### src/rtl/lbk_pkg.sv
package lbk_pkg;

  // per-output control field width
  localparam int CTL_W = 5;

  // literal codes, two bits per input per term
  localparam logic [1:0] LIT_IGNORE = 2'b00;
  localparam logic [1:0] LIT_TRUE   = 2'b01;
  localparam logic [1:0] LIT_COMP   = 2'b10;
  localparam logic [1:0] LIT_KILL   = 2'b11;

  // clock select value that freezes an output register
  localparam logic [1:0] CLK_HOLD = 2'd3;

  typedef struct packed {
    logic [1:0] clk_sel;   // bits 4:3
    logic       fast_en;   // bit 2
    logic       xor_en;    // bit 1
    logic       reg_mode;  // bit 0
  } lbk_ctl_t;

  function automatic int main_terms(int n_out, int pt_small, int pt_last);
    return (n_out - 1) * pt_small + pt_last;
  endfunction

  function automatic int cfg_bits(int n_in, int n_out, int pt_small, int pt_last);
    return 2 * n_in * (main_terms(n_out, pt_small, pt_last) + n_out) + n_out * CTL_W;
  endfunction

endpackage

### src/rtl/lbk_and_array.sv
module lbk_and_array
  import lbk_pkg::*;
#(
  parameter int N_IN = 18,
  parameter int N_PT = 24
) (
  input  logic [N_PT*2*N_IN-1:0] term_cfg,
  input  logic [N_IN-1:0]        bus,
  output logic [N_PT-1:0]        pt
);

  for (genvar t = 0; t < N_PT; t++) begin : g_term
    logic [N_IN-1:0] hit;
    always_comb begin
      for (int i = 0; i < N_IN; i++) begin
        unique case (term_cfg[(t*N_IN+i)*2 +: 2])
          LIT_IGNORE: hit[i] = 1'b1;
          LIT_TRUE:   hit[i] = bus[i];
          LIT_COMP:   hit[i] = ~bus[i];
          LIT_KILL:   hit[i] = 1'b0;
        endcase
      end
    end
    assign pt[t] = &hit;
  end

endmodule

### src/rtl/lbk_sum_stage.sv
module lbk_sum_stage
  import lbk_pkg::*;
#(
  parameter int N_OUT    = 4,
  parameter int PT_SMALL = 4,
  parameter int PT_LAST  = 8,
  parameter int PT_FAST  = 4
) (
  input  logic [(N_OUT-1)*PT_SMALL+PT_LAST-1:0] pt_main,
  input  logic [N_OUT-1:0]                      pt_xor,
  input  lbk_ctl_t [N_OUT-1:0]                  ctl,
  output logic [N_OUT-1:0]                      sum_out
);

  for (genvar k = 0; k < N_OUT; k++) begin : g_sum
    localparam int BASE = k * PT_SMALL;
    localparam int SIZE = (k == N_OUT - 1) ? PT_LAST : PT_SMALL;
    logic full_or;
    logic fast_or;
    logic xor_op;

    assign full_or = |pt_main[BASE +: SIZE];
    assign fast_or = |pt_main[BASE +: PT_FAST];
    assign xor_op  = ctl[k].xor_en & pt_xor[k];
    assign sum_out[k] = ctl[k].fast_en ? fast_or : (full_or ^ xor_op);
  end

endmodule

### src/rtl/lbk_out_cell.sv
module lbk_out_cell
  import lbk_pkg::*;
#(
  parameter int N_TICK = 3
) (
  input  logic              clk,
  input  logic              rst,
  input  lbk_ctl_t          ctl,
  input  logic [N_TICK-1:0] tick,
  input  logic              d,
  output logic              dout
);

  logic en;
  logic q_r;

  always_comb begin
    en = 1'b0;
    for (int j = 0; j < N_TICK; j++) begin
      if (ctl.clk_sel == 2'(j)) en = tick[j];
    end
  end

  always_ff @(posedge clk or posedge rst) begin
    if (rst)     q_r <= 1'b0;
    else if (en) q_r <= d;
  end

  assign dout = ctl.reg_mode ? q_r : d;

  // an enabled edge captures the logic value present before it
  a_r6_capture: assert property (@(posedge clk) disable iff (rst)
    en |=> (q_r == $past(d)));

  // hold select freezes the register
  a_r7_hold: assert property (@(posedge clk) disable iff (rst)
    (ctl.clk_sel == CLK_HOLD) |=> $stable(q_r));

  // register is clear at any edge seen during reset
  a_r8_reset_clear: assert property (@(posedge clk)
    rst |-> (q_r == 1'b0));

endmodule

### src/rtl/lbk_logic_cell.sv
module lbk_logic_cell
  import lbk_pkg::*;
#(
  parameter int N_IN     = 18,
  parameter int N_OUT    = 4,
  parameter int PT_SMALL = 4,
  parameter int PT_LAST  = 8,
  parameter int PT_FAST  = 4,
  parameter int N_TICK   = 3
) (
  input  logic                                                clk,
  input  logic                                                rst,
  input  logic                                                cfg_load,
  input  logic [cfg_bits(N_IN,N_OUT,PT_SMALL,PT_LAST)-1:0]    cfg_in,
  input  logic [N_TICK-1:0]                                   tick_in,
  input  logic [N_IN-1:0]                                     bus_in,
  output logic [N_OUT-1:0]                                    blk_out
);

  localparam int TERM_W   = 2 * N_IN;
  localparam int N_MAIN   = main_terms(N_OUT, PT_SMALL, PT_LAST);
  localparam int N_PT     = N_MAIN + N_OUT;
  localparam int CTL_BASE = N_PT * TERM_W;
  localparam int CFG_W    = cfg_bits(N_IN, N_OUT, PT_SMALL, PT_LAST);

  logic [CFG_W-1:0]     cfg_q;
  logic [N_PT-1:0]      pt;
  lbk_ctl_t [N_OUT-1:0] ctl_v;
  logic [N_OUT-1:0]     sum;

  // active configuration, replaced only on the load strobe
  always_ff @(posedge clk or posedge rst) begin
    if (rst)           cfg_q <= '0;
    else if (cfg_load) cfg_q <= cfg_in;
  end

  for (genvar k = 0; k < N_OUT; k++) begin : g_ctl
    assign ctl_v[k] = cfg_q[CTL_BASE + k*CTL_W +: CTL_W];
  end

  lbk_and_array #(
    .N_IN (N_IN),
    .N_PT (N_PT)
  ) u_and (
    .term_cfg (cfg_q[CTL_BASE-1:0]),
    .bus      (bus_in),
    .pt       (pt)
  );

  lbk_sum_stage #(
    .N_OUT    (N_OUT),
    .PT_SMALL (PT_SMALL),
    .PT_LAST  (PT_LAST),
    .PT_FAST  (PT_FAST)
  ) u_sum (
    .pt_main (pt[N_MAIN-1:0]),
    .pt_xor  (pt[N_MAIN +: N_OUT]),
    .ctl     (ctl_v),
    .sum_out (sum)
  );

  for (genvar k = 0; k < N_OUT; k++) begin : g_out
    lbk_out_cell #(
      .N_TICK (N_TICK)
    ) u_cell (
      .clk  (clk),
      .rst  (rst),
      .ctl  (ctl_v[k]),
      .tick (tick_in),
      .d    (sum[k]),
      .dout (blk_out[k])
    );
  end

  // without the strobe the active configuration does not move
  a_r9_cfg_stable: assert property (@(posedge clk) disable iff (rst)
    !cfg_load |=> $stable(cfg_q));

  // the strobe copies the input vector
  a_r9_cfg_capture: assert property (@(posedge clk) disable iff (rst)
    cfg_load |=> (cfg_q == $past(cfg_in)));

endmodule

### config.mk
export PLATFORM = sky130hd
export DESIGN_NAME = lbk_logic_cell
export DESIGN_NICKNAME = d
export VERILOG_FILES = /design/src/rtl/lbk_pkg.sv /design/src/rtl/lbk_and_array.sv /design/src/rtl/lbk_sum_stage.sv /design/src/rtl/lbk_out_cell.sv /design/src/rtl/lbk_logic_cell.sv
export SDC_FILE = /design/constraint.sdc
export NUM_CORES = 2
export LEC_CHECK = 0
export BUFFER_PORTS_ARGS = -buffer_cell sky130_fd_sc_hd__buf_4
export CORE_AREA = 2 2 355 357
export DETAILED_ROUTE_END_ITERATION = 10
export DIE_AREA = 0 0 357 359
export GPL_TIMING_DRIVEN = 0
export PLACE_DENSITY = 0.5
export REMOVE_ABC_BUFFERS = 1
export SLEW_MARGIN = 20
export SYNTH_ARGS = -nofsm -noshare
export SYNTH_HDL_FRONTEND = slang
export SYNTH_SLANG_ARGS = --single-unit
export TNS_END_PERCENT = 10
### constraint.sdc
create_clock -name clk -period 32 [get_ports clk]
set_input_delay 3.2 -clock clk [delete_from_list [all_inputs] [get_ports clk]]
set_output_delay 3.2 -clock clk [all_outputs]
set_load 0.02 [all_outputs]
==> run summary <==
Max transition margin = 31.59%
Filler cell count = 11990
Worst Hold Margin = 0.4987 ns
Maximum VDD drop = 0.04564 mV
CTS tree = done
Die height = 359 microns
Mux share of post-synthesis cell area = 36.85%
Nets@finish = 4345
Commonest non-fill, non-tap cell in the layout = buf_4
Kind of path behind the tightest hold check = flop to flop
DRC = 0
Critical path depth = 9
CP cell instances = buf_4, mux2i_1, nand4_1, nor3_1, nand4_1, nand4_1, xnor2_1, o21ai_1, buf_4
Row count = 130
GRT Total Usage = 20.63%
Clock root cell = clkbuf_16
Initial DRT Pass Iterations = 4
Final setup fails = 0
Dpl cells = 4978
Post-cts gate resize count = 0
Flops & latches, synth = 888
Core area = 124600 sq um
Largest family of logic cells by synthesized area = multiplexers
Post-DR vias/cell = 4.787
Simple-gate share of the synthesized area = 2.730%
Die Wd = 357 microns
Initial core utilization = 31.23%
Syn_area_per_cell = 15.22 sq um
Clock slew seen by the registers of the worst setup and hold paths = 0.05 ns
R2R depth = 7
GP Congestion = 0.7727
XOR/XNOR Fraction of Synth Area = 0.06753%
R2R Setup Slk = 29.38 ns
Max incr delay on CP = 0.69 ns
Startpoint types = input pin
CP most frequent cell = nand4_1
Crit path max fanout = 24
Syn Inst Count = 2556
Number of max-cap violations = 0
Yosys warns = 0
Top-Level Pins = 912
Largest net degree at the start of global routing = 136
Post-Synth Adder-Cell Area = 0%
Ys flop type = dfrtp_1
Run status = finished, final reports clean
Seq/Total Area, Yosys = 57.11%
Initial antenna violation count = 60
Sink Count = 888
WP data arrival = 6.29 ns
Hold Buf Count CTS = 0
PwrDens = 57.09 nW/um^2
Synth async-reset ratio = 100.0%
Vias in the first global route = 26630
Post-synthesis compound-gate area fraction = 0.2508%
Crit path max-delay family = simple AND/OR/NAND/NOR gates
H-tree Lvls = 3
Skew final = 0.02585 ns
Post-layout min period = 9.492 ns
Distinct cell type count after synthesis = 31
Max Fclk = 0.1054 GHz
CP Capture Type = primary output
Worst Tran Pin Value = 1.026 ns
Worst skew pair latency = 0.72 ns
Post-CTS setup buffers = 0
Area grow syn2layout = 30.53%
Longest Clk Path Bufs = 3
Crit path required time = 28.80 ns
Pleak = 23.02 nW
CTS Buf Count = 107
Share of cells above drive strength 1 = 56.23%
Fin util = 40.76%
Final period util = 29.66%
Iter 0 DRT Violations = 1171
Fin. max-slew vios = 0
Gr ovfl total = 0
Via Count = 24850
DRT antenna net count = 0
RSZ-0062 raised after global routing = no
Critical path class = input pin to primary output
DP HPWL = 94490 microns
Port buffer count = 911
Post-synth EDFFs = 0
First-pass GRT wire length = 188700 microns
End of the critical path = blk_out[2]
Slowest CP cell = buf_4
Reg2reg start = cfg_q[431]
Reg-to-reg endpoint = g_out[2].u_cell.q_r
Bufs and invs on worst path = 2
Fin. Hold Viols = 0
Overall Power = 2.900 mW
Mapped Area = 38910 sq um
Die area = 128200 sq um
CP startpoint = bus_in[1]
Drt wl/cell = 25.92 microns
Total routed wirelength = 134500 microns
Most frequent cells in the layout = buf_4, dfrtp_1, mux2_2
Final Non-Filler Cells = 5190
power breakdown:
part           internal, mW  total (mW)  switching (mW)
Clock                 0.749        1.24           0.495
Combinational         0.214       0.362           0.148
Sequential             1.24        1.29          0.0571
final cells by class:
class | instances | area (sq um) | area share (%)
Timing Repair Buffer | 928 | 7327 | 14.43
Tap cell | 1650 | 2064 | 4.065
Multi-Input combinational cell | 1506 | 15520 | 30.57
Inverter | 6 | 30.03 | 0.05912
Sequential cell | 888 | 22220 | 43.75
Antenna cell | 22 | 55.05 | 0.1084
Clock buffer | 159 | 3115 | 6.134
Clock inverter | 31 | 451.7 | 0.8893
per-layer routing:
layer  GRT usage (%)  wire [microns]  share of wire [%]
met5               0             472               0.35
met4           6.088            2911                2.2
met3           8.294           11570                8.6
met2           34.40           66060                 49
met1           24.27           53510                 40
cells in the mapped netlist (2+ instances only):
cell type	instances	share of area [%]
a21oi_1	2	0.026
and4_1	19	0.43
buf_1	3	0.029
buf_12	5	0.26
buf_2	66	0.85
buf_4	4	0.077
buf_6	46	1.3
buf_8	3	0.12
clkbuf_1	29	0.28
dfrtp_1	888	57
inv_1	6	0.058
mux2_2	883	26
mux2i_1	439	11
nand2_1	7	0.068
nand4_1	105	1.7
nor2_1	4	0.039
nor2b_1	4	0.064
nor3_1	20	0.26
nor3_2	4	0.10
o21ai_0	2	0.026
o21ai_1	3	0.039
o22ai_1	2	0.032
o41ai_1	2	0.045
xnor2_1	3	0.068
kinds of logic after synthesis:
kind of cell              Yosys count
AOI/OAI and AO/OA                  14
xor gates and xnor gates            3
buffers and inverters             162
DFF                               888
muxes                            1322
and+or+nand+nor                   167
how the worst min path moves through the flow:
stage,slack (ns),cells after the start,start,endpoint
after floorplan,0.47,1,cfg_q[865],cfg_q[865]
after global placement,0.48,1,cfg_q[875],cfg_q[875]
after detailed placement,0.49,1,cfg_q[875],cfg_q[875]
after CTS,0.50,1,cfg_q[875],cfg_q[875]
after global routing,0.51,1,cfg_q[802],cfg_q[802]
final,0.50,1,cfg_q[875],cfg_q[875]
stage by stage:
stage,setup WS (ns),cell area (sq um),TNS (ns)
2_1_floorplan,3.840,37770,0
3_3_place_gp,-9.174,46670,-7937.50
3_5_place_dp,22.26,47170,0
4_1_cts,22.26,50730,0
5_1_grt,22.39,50780,0
6_report,22.51,50790,0
sequential cells by signal (all words and copies together) (netlist names):
name / cells
cfg_q: 884
g_out.u_cell.q_r: 4
Power figures use the tool's default switching activity.
